## src/rtl/rrs_pkg.sv

```systemverilog
package rrs_pkg;
   timeunit 1ns;
   timeprecision 1ps;

   typedef enum logic [2:0] {
      ST_IDLE   = 3'd0,
      ST_ONDLY  = 3'd1,
      ST_RUN    = 3'd2,
      ST_OFFDLY = 3'd3,
      ST_COOL   = 3'd4,
      ST_LATCH  = 3'd5
   } rrs_state_e;

   // bits needed to hold values 0..max_val
   function automatic int unsigned cnt_w(input int unsigned max_val);
      return (max_val < 2) ? 1 : $clog2(max_val + 1);
   endfunction

   function automatic int unsigned max3(input int unsigned a, input int unsigned b,
                                        input int unsigned c);
      int unsigned m;
      m = (a > b) ? a : b;
      return (m > c) ? m : c;
   endfunction
endpackage

```

## src/rtl/rrs_tick_count.sv

```systemverilog
// Counts strobes up to limit-1 and flags the strobe that completes the span.
module rrs_tick_count #(
   parameter int unsigned W = 8
) (
   input  logic         clk,
   input  logic         rst_n,
   input  logic         clr,
   input  logic         tick,
   input  logic [W-1:0] limit,
   output logic         done
);
   timeunit 1ns;
   timeprecision 1ps;

   generate
      if (W < 1) begin : g_bad_w
         $error("rrs_tick_count: W must be at least 1");
      end
   endgenerate

   logic [W-1:0] cnt_q;
   logic         at_last;

   assign at_last = (cnt_q == (limit - W'(1)));
   assign done    = tick & at_last;

   always_ff @(posedge clk or negedge rst_n) begin
      if (!rst_n)              cnt_q <= '0;
      else if (clr)            cnt_q <= '0;
      else if (tick && !at_last) cnt_q <= cnt_q + W'(1);
   end
endmodule

```

## src/rtl/rrs_oc_blank.sv

```systemverilog
// Qualifies the static overcurrent flag with a blanking window.
module rrs_oc_blank #(
   parameter int unsigned BLANK_TICKS = 22
) (
   input  logic clk,
   input  logic rst_n,
   input  logic tick,
   input  logic arm,
   input  logic flt_oc,
   output logic trip
);
   timeunit 1ns;
   timeprecision 1ps;

   generate
      if (BLANK_TICKS == 0) begin : g_direct
         assign trip = arm & flt_oc;
      end else begin : g_timed
         localparam int unsigned W = rrs_pkg::cnt_w(BLANK_TICKS);
         localparam logic [W-1:0] LIM = W'(BLANK_TICKS);
         logic hold, done, trip_q;

         assign hold = arm & flt_oc;

         rrs_tick_count #(.W(W)) u_cnt (
            .clk   (clk),
            .rst_n (rst_n),
            .clr   (~hold | trip_q),
            .tick  (tick),
            .limit (LIM),
            .done  (done)
         );

         always_ff @(posedge clk or negedge rst_n) begin
            if (!rst_n)     trip_q <= 1'b0;
            else if (!hold) trip_q <= 1'b0;
            else if (done)  trip_q <= 1'b1;
         end

         assign trip = trip_q;
      end
   endgenerate
endmodule

```

## src/rtl/rrs_pgood.sv

```systemverilog
// Power-good with a long assert qualification and a short loss filter.
module rrs_pgood #(
   parameter int unsigned ON_TICKS  = 300,
   parameter int unsigned OFF_TICKS = 3
) (
   input  logic clk,
   input  logic rst_n,
   input  logic tick,
   input  logic running,
   input  logic in_reg,
   output logic pgood_n
);
   timeunit 1ns;
   timeprecision 1ps;

   localparam int unsigned W_ON = rrs_pkg::cnt_w(ON_TICKS);
   localparam logic [W_ON-1:0] LIM_ON = W_ON'(ON_TICKS);

   generate
      if (ON_TICKS < 1) begin : g_bad_on
         $error("rrs_pgood: ON_TICKS must be at least 1");
      end
   endgenerate

   logic pg_q, good, on_done, drop;

   assign good = running & in_reg;

   rrs_tick_count #(.W(W_ON)) u_on (
      .clk   (clk),
      .rst_n (rst_n),
      .clr   (~good | pg_q),
      .tick  (tick),
      .limit (LIM_ON),
      .done  (on_done)
   );

   generate
      if (OFF_TICKS == 0) begin : g_fast
         assign drop = ~in_reg;
      end else begin : g_filt
         localparam int unsigned W_OFF = rrs_pkg::cnt_w(OFF_TICKS);
         localparam logic [W_OFF-1:0] LIM_OFF = W_OFF'(OFF_TICKS);
         logic off_done;

         rrs_tick_count #(.W(W_OFF)) u_off (
            .clk   (clk),
            .rst_n (rst_n),
            .clr   (~(pg_q & ~in_reg)),
            .tick  (tick),
            .limit (LIM_OFF),
            .done  (off_done)
         );

         assign drop = off_done & ~in_reg;
      end
   endgenerate

   always_ff @(posedge clk or negedge rst_n) begin
      if (!rst_n)                pg_q <= 1'b0;
      else if (!running)         pg_q <= 1'b0;
      else if (drop)             pg_q <= 1'b0;
      else if (on_done && good)  pg_q <= 1'b1;
   end

   assign pgood_n = ~(pg_q & running);
endmodule

```

## src/rtl/rrs_fsm.sv

```systemverilog
// Sequencing and retry state machine.
module rrs_fsm #(
   parameter int unsigned ON_DLY_TICKS = 200,
   parameter int unsigned EN_OFF_TICKS = 50,
   parameter int unsigned OFF_TICKS    = 10000,
   parameter int unsigned MAX_RETRY    = 5
) (
   input  logic clk,
   input  logic rst_n,
   input  logic tick,
   input  logic en_n,
   input  logic src_ok,
   input  logic flt_ov,
   input  logic flt_ot,
   input  logic flt_uv,
   input  logic oc_trip,
   input  logic in_reg,
   output logic out_en,
   output logic running,
   output logic latched
);
   timeunit 1ns;
   timeprecision 1ps;
   import rrs_pkg::*;

   localparam int unsigned TW = cnt_w(max3(ON_DLY_TICKS, EN_OFF_TICKS, OFF_TICKS));
   localparam int unsigned RW = cnt_w(MAX_RETRY);
   localparam logic [RW-1:0] RLIM = RW'(MAX_RETRY);

   generate
      if (ON_DLY_TICKS < 1 || EN_OFF_TICKS < 1 || OFF_TICKS < 1) begin : g_bad_dly
         $error("rrs_fsm: every delay must be at least one tick");
      end
   endgenerate

   rrs_state_e   st_q, st_d;
   logic [RW-1:0] rc_q;
   logic [TW-1:0] t_limit;
   logic          timed, t_done, on_q, on_d, uv_armed_q, trip, at_limit;

   assign on_q     = (st_q == ST_RUN) || (st_q == ST_OFFDLY);
   assign on_d     = (st_d == ST_RUN) || (st_d == ST_OFFDLY);
   assign timed    = (st_q == ST_ONDLY) || (st_q == ST_OFFDLY) || (st_q == ST_COOL);
   assign at_limit = (rc_q == RLIM);
   assign trip     = flt_ov | flt_ot | oc_trip | (flt_uv & uv_armed_q);

   always_comb begin
      unique case (st_q)
         ST_ONDLY:  t_limit = TW'(ON_DLY_TICKS);
         ST_OFFDLY: t_limit = TW'(EN_OFF_TICKS);
         ST_COOL:   t_limit = TW'(OFF_TICKS);
         default:   t_limit = TW'(1);
      endcase
   end

   rrs_tick_count #(.W(TW)) u_tmr (
      .clk   (clk),
      .rst_n (rst_n),
      .clr   (st_d != st_q),
      .tick  (tick & timed),
      .limit (t_limit),
      .done  (t_done)
   );

   always_comb begin
      st_d = st_q;
      unique case (st_q)
         ST_IDLE:   if (!en_n) st_d = ST_ONDLY;
         ST_ONDLY:  if (en_n) st_d = ST_IDLE;
                    else if (t_done) st_d = ST_RUN;
         ST_RUN:    if (trip) st_d = at_limit ? ST_LATCH : ST_COOL;
                    else if (en_n) st_d = ST_OFFDLY;
         ST_OFFDLY: if (trip || t_done) st_d = ST_IDLE;
         ST_COOL:   if (en_n) st_d = ST_IDLE;
                    else if (t_done) st_d = ST_RUN;
         ST_LATCH:  if (en_n) st_d = ST_IDLE;
         default:   st_d = ST_IDLE;
      endcase
      if (!src_ok) st_d = ST_IDLE;
   end

   always_ff @(posedge clk or negedge rst_n) begin
      if (!rst_n) begin
         st_q       <= ST_IDLE;
         rc_q       <= '0;
         uv_armed_q <= 1'b0;
      end else begin
         st_q <= st_d;
         if (st_d == ST_IDLE)
            rc_q <= '0;
         else if (st_q == ST_RUN && st_d == ST_COOL)
            rc_q <= rc_q + RW'(1);
         uv_armed_q <= on_d & (uv_armed_q | (on_q & in_reg));
      end
   end

   assign out_en  = on_q;
   assign running = (st_q == ST_RUN);
   assign latched = (st_q == ST_LATCH);
endmodule

```

## src/rtl/rail_retry_supervisor.sv

```systemverilog
module rail_retry_supervisor #(
   parameter int unsigned ON_DLY_TICKS   = 200,
   parameter int unsigned EN_OFF_TICKS   = 50,
   parameter int unsigned OFF_TICKS      = 10000,
   parameter int unsigned OC_BLANK_TICKS = 22,
   parameter int unsigned PG_ON_TICKS    = 300,
   parameter int unsigned PG_OFF_TICKS   = 3,
   parameter int unsigned MAX_RETRY      = 5
) (
   input  logic clk,
   input  logic rst_n,
   input  logic ms_tick,
   input  logic en_n,
   input  logic src_ok,
   input  logic flt_ov,
   input  logic flt_oc,
   input  logic flt_uv,
   input  logic flt_ot,
   input  logic in_reg,
   output logic out_en,
   output logic pgood_n,
   output logic fault_latched
);
   timeunit 1ns;
   timeprecision 1ps;

   logic running, oc_trip;

   rrs_oc_blank #(.BLANK_TICKS(OC_BLANK_TICKS)) u_oc (
      .clk    (clk),
      .rst_n  (rst_n),
      .tick   (ms_tick),
      .arm    (running),
      .flt_oc (flt_oc),
      .trip   (oc_trip)
   );

   rrs_fsm #(
      .ON_DLY_TICKS (ON_DLY_TICKS),
      .EN_OFF_TICKS (EN_OFF_TICKS),
      .OFF_TICKS    (OFF_TICKS),
      .MAX_RETRY    (MAX_RETRY)
   ) u_fsm (
      .clk     (clk),
      .rst_n   (rst_n),
      .tick    (ms_tick),
      .en_n    (en_n),
      .src_ok  (src_ok),
      .flt_ov  (flt_ov),
      .flt_ot  (flt_ot),
      .flt_uv  (flt_uv),
      .oc_trip (oc_trip),
      .in_reg  (in_reg),
      .out_en  (out_en),
      .running (running),
      .latched (fault_latched)
   );

   rrs_pgood #(.ON_TICKS(PG_ON_TICKS), .OFF_TICKS(PG_OFF_TICKS)) u_pg (
      .clk     (clk),
      .rst_n   (rst_n),
      .tick    (ms_tick),
      .running (running),
      .in_reg  (in_reg),
      .pgood_n (pgood_n)
   );
endmodule

```

## config.mk

```make
export PLATFORM = sky130hd
export DESIGN_NAME = rail_retry_supervisor
export DESIGN_NICKNAME = d
export VERILOG_FILES = /design/src/rtl/rrs_pkg.sv /design/src/rtl/rrs_tick_count.sv /design/src/rtl/rrs_oc_blank.sv /design/src/rtl/rrs_pgood.sv /design/src/rtl/rrs_fsm.sv /design/src/rtl/rail_retry_supervisor.sv
export SDC_FILE = /design/constraint.sdc
export NUM_CORES = 1
export LEC_CHECK = 0
export BUFFER_PORTS_ARGS = -buffer_cell sky130_fd_sc_hd__buf_2
export CAP_MARGIN = 25
export CORE_MARGIN = 8
export CORE_UTILIZATION = 35
export CTS_BUF_LIST = sky130_fd_sc_hd__clkbuf_4 sky130_fd_sc_hd__clkbuf_8
export CTS_CLUSTER_SIZE = 16
export DETAILED_ROUTE_END_ITERATION = 10
export MAX_ROUTING_LAYER = met4
export PLACE_DENSITY_LB_ADDON = 0.3
export SYNTH_ARGS = -nofsm -noshare
export SYNTH_HDL_FRONTEND = slang
export SYNTH_SLANG_ARGS = --single-unit
```

## constraint.sdc

```tcl
create_clock -name clk -period 4.6 [get_ports clk]
set_input_delay 0.92 -clock clk [delete_from_list [all_inputs] [get_ports clk]]
set_output_delay 0.92 -clock clk [all_outputs]
set_load 0.02 [all_outputs]
```

==> Word level (Yosys, flattened, before mapping) <==
Cells that the tools add are included.
{ "classes": {"addsub": 6, "n_eq_ne": 17, "mux": 26, "bitwise": 23, "reduce_logical": 22} }
{ "op_table": {"columns": ["cell", "count"], "rows": [
  ["14-bit case mux with 3 select lines", 1],
  ["3-bit two-way mux", 10],
  ["14-bit two-way mux", 2],
  ["9-bit two-way mux", 2],
  ["3-bit case mux with 5 select lines", 1],
  ["14-bit by 1-bit adder with 14-bit output (second input constant)", 1],
  ["14-bit == test", 1],
  ["14-bit by 1-bit subtractor with 14-bit output (second input constant)", 1],
  ["1-bit AND", 13],
  ["3-bit by 2-bit == test with 1-bit output (second input constant)", 4],
  ["3-bit == test (second input constant)", 4],
  ["5-bit two-way mux", 2],
  ["9-bit by 1-bit adder with 9-bit output (second input constant)", 1],
  ["9-bit == test (second input constant)", 1],
  ["2-bit nonzero test", 4],
  ["1-bit logical AND", 6],
  ["3-bit logical NOT", 2],
  ["1-bit two-way mux", 6],
  ["1-bit OR", 6],
  ["5-bit by 1-bit adder with 5-bit output (second input constant)", 1],
  ["5-bit == test (second input constant)", 1],
  ["1-bit logical OR", 5],
  ["1-bit logical NOT", 4],
  ["2-bit two-way mux", 2],
  ["other kinds (9)", 13]
]} }
{ "word_totals": {"register_bits": 39, "inputBits": 10, "output_inout_bits": 3, "word_cells": 103} }

==> Longest topological paths before layout <==
{ "depth": {"word_depth": 13, "ltp_mapped": 13, "depth_no_buf": 10} }

==> By module <==
A second synthesis with hierarchy kept.
{ "hier_totals": {"cells_unflattened": 389, "area_unflattened_um2": 3437.0} }
{ "by_module_without_submodules": {"columns": ["mod", "instances", "cells_each", "area_per_inst_um2", "seq_area_each_um2"], "rows": [
  ["rrs_tick_count (u_fsm.u_tmr)", 1, 146, 1267.5, 350.3],
  ["rrs_tick_count (u_pg.u_on)", 1, 104, 884.6, 225.2],
  ["rrs_fsm", 1, 64, 568.0, 175.2],
  ["rrs_tick_count (u_oc.g_timed.u_cnt)", 1, 43, 422.9, 125.1],
  ["rrs_tick_count (u_pg.g_filt.u_off)", 1, 18, 170.2, 50.0],
  ["rrs_pgood", 1, 9, 73.8, 25.0],
  ["rrs_oc_blank", 1, 5, 50.0, 25.0]
]} }

==> Worst setup path after synthesis <==
No wires, ideal clock.
{ "synth_path": {"path_type": "register -> register", "start": "register u_fsm.st_q[2]", "end": "register u_fsm.u_tmr.cnt_q[9]", "setup_ps": 94, "t_arrival_ps": 3261, "required_ps": 4506, "slack_ps": 1245, "stages_incl_launch_ff": 13, "n_path_buf": 2, "synth_period_minus_slack_ps": 3355, "path_cell_list": "dfrtp_1 buf_6 clkbuf_1 nand2b_1 a21oi_1 ha_1 xnor2_1 mux2_2 a221oi_2 nor4_2 nand2b_1 or4_1 a211oi_1"} }
{ "synth_via": {"elab_chain_len": 11, "word_cells_on_any_way": 29, "cone_classes": "add/sub: 1; eq/ne: 7; mux: 11; bitwise: 2; reduce/logical: 8"} }
{ "synth_rtl": {"columns": ["element", "line_no", "rtl"], "rows": [
  ["start: declaration", "rrs_fsm.sv:36", "rrs_state_e st_q, st_d;"],
  ["start signal: assignment", "rrs_fsm.sv:88", "st_q <= st_d;"],
  ["3-bit == test, or another cell as far along", "rrs_fsm.sv:43, rrs_fsm.sv:48, rrs_fsm.sv:67", null],
  ["14-bit case mux with 3 select lines or 1-bit logical OR (tied branches)", "rrs_fsm.sv:48, rrs_fsm.sv:43", null],
  ["14-bit by 1-bit subtractor with 14-bit output or 1-bit logical OR (tied branches)", "rrs_tick_count.sv:24, rrs_fsm.sv:43", null],
  ["14-bit == test or 1-bit AND (tied branches)", "rrs_tick_count.sv:24, rrs_fsm.sv:60", null],
  ["1-bit AND", "rrs_tick_count.sv:25", "assign done = tick & at_last;"],
  ["3-bit two-way mux or 1-bit logical OR (tied branches)", "rrs_fsm.sv:70, rrs_fsm.sv:75, rrs_fsm.sv:73", null],
  ["3-bit two-way mux (on tied branches)", "rrs_fsm.sv:74, rrs_fsm.sv:73", null],
  ["3-bit case mux with 5 select lines", "rrs_fsm.sv:67", "unique case (st_q)"],
  ["3-bit two-way mux", "rrs_fsm.sv:79", "if (!src_ok) st_d = ST_IDLE;"],
  ["3-bit != test", "rrs_fsm.sv:59", ".clr (st_d != st_q),"],
  ["14-bit two-way mux or 2-bit nonzero test (tied branches)", null, null],
  ["end signal: assignment", "rrs_tick_count.sv:30", "else if (tick && !at_last) cnt_q <= cnt_q + W'(1);"],
  ["end: declaration", "rrs_tick_count.sv:21", "logic [W-1:0] cnt_q;"]
]} }
Several ways; a longest one is shown, not always the timed one.
A chain may end at the register's enable or synchronous reset.

==> Final worst setup path <==
Same ends and word-level chain as after synthesis.

==> flow_metrics.py <==
metrics = {
    "outcome": {
        "status": "completed",
    },
    "power_and_ir_drop": {
        "leakage_nw": 1.12,
        "peakVddDrop_mv": 0.0882,
        "power_density_nw_per_um2": 266,
        "totalPowerFinal_mw": 0.741,
    },
    "clocking": {
        "cts-resized-gates": 0,
        "cts_setup_buffers": 0,
        "holdBufCountCts": 0,
        "root_buffer": "clkbuf_8",
        "clk_path_buf_depth": 2,
        "cts_buffers": 5,
        "path_clk_slew_ns": 0.08,
        "clk_latency_ns": 0.29,
        "htreeDepth": 2,
        "cts_num_sinks": 39,
        "cts_tree": "built",
    },
    "cells_and_area": {
        "area_delta_synth_final_pct": 9.40,
        "layout.cells.non_filler": 381,
        "n_antenna_cell": 0,
        "final_cell_mix": "39 x dfrtp_1, 32 x nor2_1, 19 x nand2_1, 19 x xnor2_1, 13 x nor3_1",
        "fin_nets": 300,
        "fillers": 747,
        "layout_commonest_cell": "dfrtp_1",
        "drive_gt1_share_pct": 14.5,
        "fin_area_um2": 2780,
        "final_util_pct": 39.0,
        "seqCellArea_um2": 976,
        "multi_input_area_um2": 1460,
    },
    "worst_setup_path": {
        "worstSetupEndpoint": "u_fsm.u_tmr.cnt_q[9]$_DFFE_PN0P_",
        "critPathCaptureType": "register",
        "r2r.worst_path.cells": 10,
        "slowest_stage": "dfrtp_1",
        "path_max_fanout": 16,
        "path_common_cell": "nand2b_1",
        "regToRegStartpoint": "u_fsm.st_q[2]$_DFF_PN0_",
        "arrival_ns": 3.87,
        "r2r-end": "u_fsm.u_tmr.cnt_q[9]$_DFFE_PN0P_",
        "startpoint_type": "register",
        "cp_cell_sequence": "nand2b_1, a21oi_1, ha_1, xnor2_1, mux2_2, a221oi_2, nor4_2, nand2b_1, or4_1, a211oi_1",
        "cp_data_required_time_ns": 4.81,
        "cpPeakStageDelay_ns": 0.68,
        "cp-startpoint": "u_fsm.st_q[2]$_DFF_PN0_",
        "r2r_slack_ns": 0.94,
        "path_class": "reg -> reg",
    },
    "job": {
        "drv_cap": 0,
    },
    "detailed_routing": {
        "wl_per_cell_um": 14.3,
        "drc": 0,
        "dr.pass1.iters": 4,
        "vias": 2033,
        "drt_iter0_drc": 94,
        "viasPerCell": 5.34,
        "wl_um": 5460,
        "postRouteAntennaNets": 0,
    },
    "grt": {
        "grt_pass1_wl_um": 9480,
        "grt-ovfl-total": 0,
        "grt_pass1_vias": 1972,
        "grt_max_degree": 40,
        "antenna_found_initial": 0,
        "grtUsageTotal_pct": 11.9,
    },
    "synthesis": {
        "synth_edf_count": 0,
        "postSynth.asyncResetShare_pct": 100,
        "ys_seq_area_share_pct": 38.4,
        "synthFlopType": "dfrtp_1",
        "synth_area_um2": 2540,
        "synth_cell_type_count": 52,
        "synthCells": 271,
        "yosysWarnings": 0,
        "synth-seq-cells": 39,
        "synthesis.nets": 289,
        "syn_area_per_cell_um2": 9.38,
    },
    "sta": {
        "tightest_slew_ns": 0.931,
        "slew_viol_final": 0,
        "hold_viol": 0,
        "fin_skew_ns": 0.00805,
        "setup_slack_ns": 0.936,
        "setup_viol": 0,
        "max_freq_ghz": 0.273,
        "slew_headroom_pct": 37.9,
        "min_period_over_period_pct": 79.7,
        "tns_ns": 0,
        "min_period_ns": 3.66,
        "timing.hold.ws_ns": 0.507,
        "rsz0062_at_grt": "false",
    },
    "place": {
        "place.port_buffers": 12,
        "dp_hpwl_um": 3870,
        "place_worst_setup_slack_ns": 1.03,
        "dp_cells": 374,
        "routabilityCongestion": 0.795,
        "dpl_cell_area_um2": 2680,
    },
    "die": {
        "coreArea_um2": 7140,
        "initial_core_util_pct": 35.6,
        "die_w_um": 101,
        "io_pins": 13,
        "die_h_um": 101,
        "die-area_um2": 10200,
        "core.rowCount": 31,
    },
    "hold_path": {
        "hold_path.class": "reg -> reg",
        "holdCritStartpoint": "u_fsm.rc_q[0]$_DFFE_PN0P_",
    },
}
[synthesized netlist by cell type, types with 2 or more instances]
cell | number | share of area, %
nand4_1 | 9 | 2.2
or3_1 | 3 | 0.74
nor3b_1 | 3 | 0.89
nor4_1 | 2 | 0.49
ha_1 | 8 | 3.9
inv_1 | 8 | 1.2
or4_1 | 4 | 1.2
nor3_2 | 9 | 3.5
buf_4 | 3 | 0.89
nand3_1 | 10 | 2.0
a21oi_1 | 9 | 1.8
nor2b_1 | 4 | 0.98
a211oi_1 | 4 | 1.2
xnor2_1 | 19 | 6.5
clkbuf_1 | 5 | 0.74
nor4bb_1 | 2 | 0.79
and3_1 | 4 | 0.98
nand2b_1 | 6 | 1.5
dfrtp_1 | 39 | 38
xor2_1 | 11 | 3.8
nand2_1 | 19 | 2.8
o21ai_0 | 8 | 1.6
nand3b_1 | 2 | 0.59
buf_6 | 3 | 1.3
nor2_1 | 32 | 4.7
nor4b_1 | 2 | 0.69
mux2i_1 | 3 | 1.2
a211o_1 | 2 | 0.69
nor3_1 | 13 | 2.6
a22o_1 | 3 | 1.0
[cells by family (layout without fill, tap and decap cells)]
family | count (synthesis) | after routing | synth area share [%]
simple gates | 133 | 133 | 30.7
mux | 4 | 4 | 1.62
fa+ha+maj | 8 | 8 | 3.94
xor+xnor | 30 | 30 | 10.3
buf+inv | 19 | 30 | 4.13
compound gates | 38 | 38 | 10.9
flops | 39 | 39 | 38.4
[worst min path at each step]
| stage | to | slack [ns] | depth (start not counted) |
|---|---|---|---|
| after global placement | u_fsm.rc_q[0]$_DFFE_PN0P_ | 0.50 | 1 |
| after CTS | u_fsm.rc_q[0]$_DFFE_PN0P_ | 0.51 | 1 |
| final | u_fsm.rc_q[0]$_DFFE_PN0P_ | 0.51 | 1 |
| after floorplan | u_oc.trip$_DFFE_PN0P_ | 0.47 | 2 |
| after global routing | u_fsm.rc_q[0]$_DFFE_PN0P_ | 0.55 | 1 |
| after detailed placement | u_fsm.rc_q[0]$_DFFE_PN0P_ | 0.50 | 1 |
[per-layer routing]
metal | share of wire, % | up-vias | track usage, % | routed length [um]
met5 | 0 | - | - | 0
met4 | 1.1 | 0 | 3.09 | 60
met3 | 4.7 | 6 | 2.96 | 259
met2 | 47 | 43 | 18.7 | 2590
met1 | 47 | 991 | 14.9 | 2550
li1 | - | 993 | - | -
[power breakdown]
group / internal [mW] / leakage, nW / switching [mW]
clock network: 0.159 / 0.0502 / 0.123
registers: 0.346 / 0.543 / 0.00922
logic: 0.0390 / 0.525 / 0.0649
total: 0.544 / 1.12 / 0.197
[registers in the layout (all words and copies together), names as in the netlist]
name                      count
u_pg.g_filt.u_off.cnt_q       2
u_fsm.st_q                    3
u_fsm.uv_armed_q              1
u_pg.pg_q                     1
u_fsm.rc_q                    3
u_fsm.u_tmr.cnt_q            14
u_oc.g_timed.u_cnt.cnt_q      5
u_pg.u_on.cnt_q               9
u_oc.trip                     1
[area by class of cell]
type | count | share of cell area, %
inverter | 8 | 1.08
timing repair buffer | 15 | 2.97
sequential | 39 | 35.1
clock buffer | 5 | 2.47
multi-input combinational | 213 | 52.6
tap | 99 | 4.45
clock inverter | 2 | 1.35
[worst max-delay path: cells and delay by family, from the launching register on]
kind	cells	cell delay [ns]
AOI/OAI and AO/OA	3	0.85
xor gates and xnor gates	1	0.28
adders and majority gates	1	0.24
DFF	1	0.68
muxes	1	0.38
and+or+nand+nor	4	1.13
(Power assumes the default switching activity.)
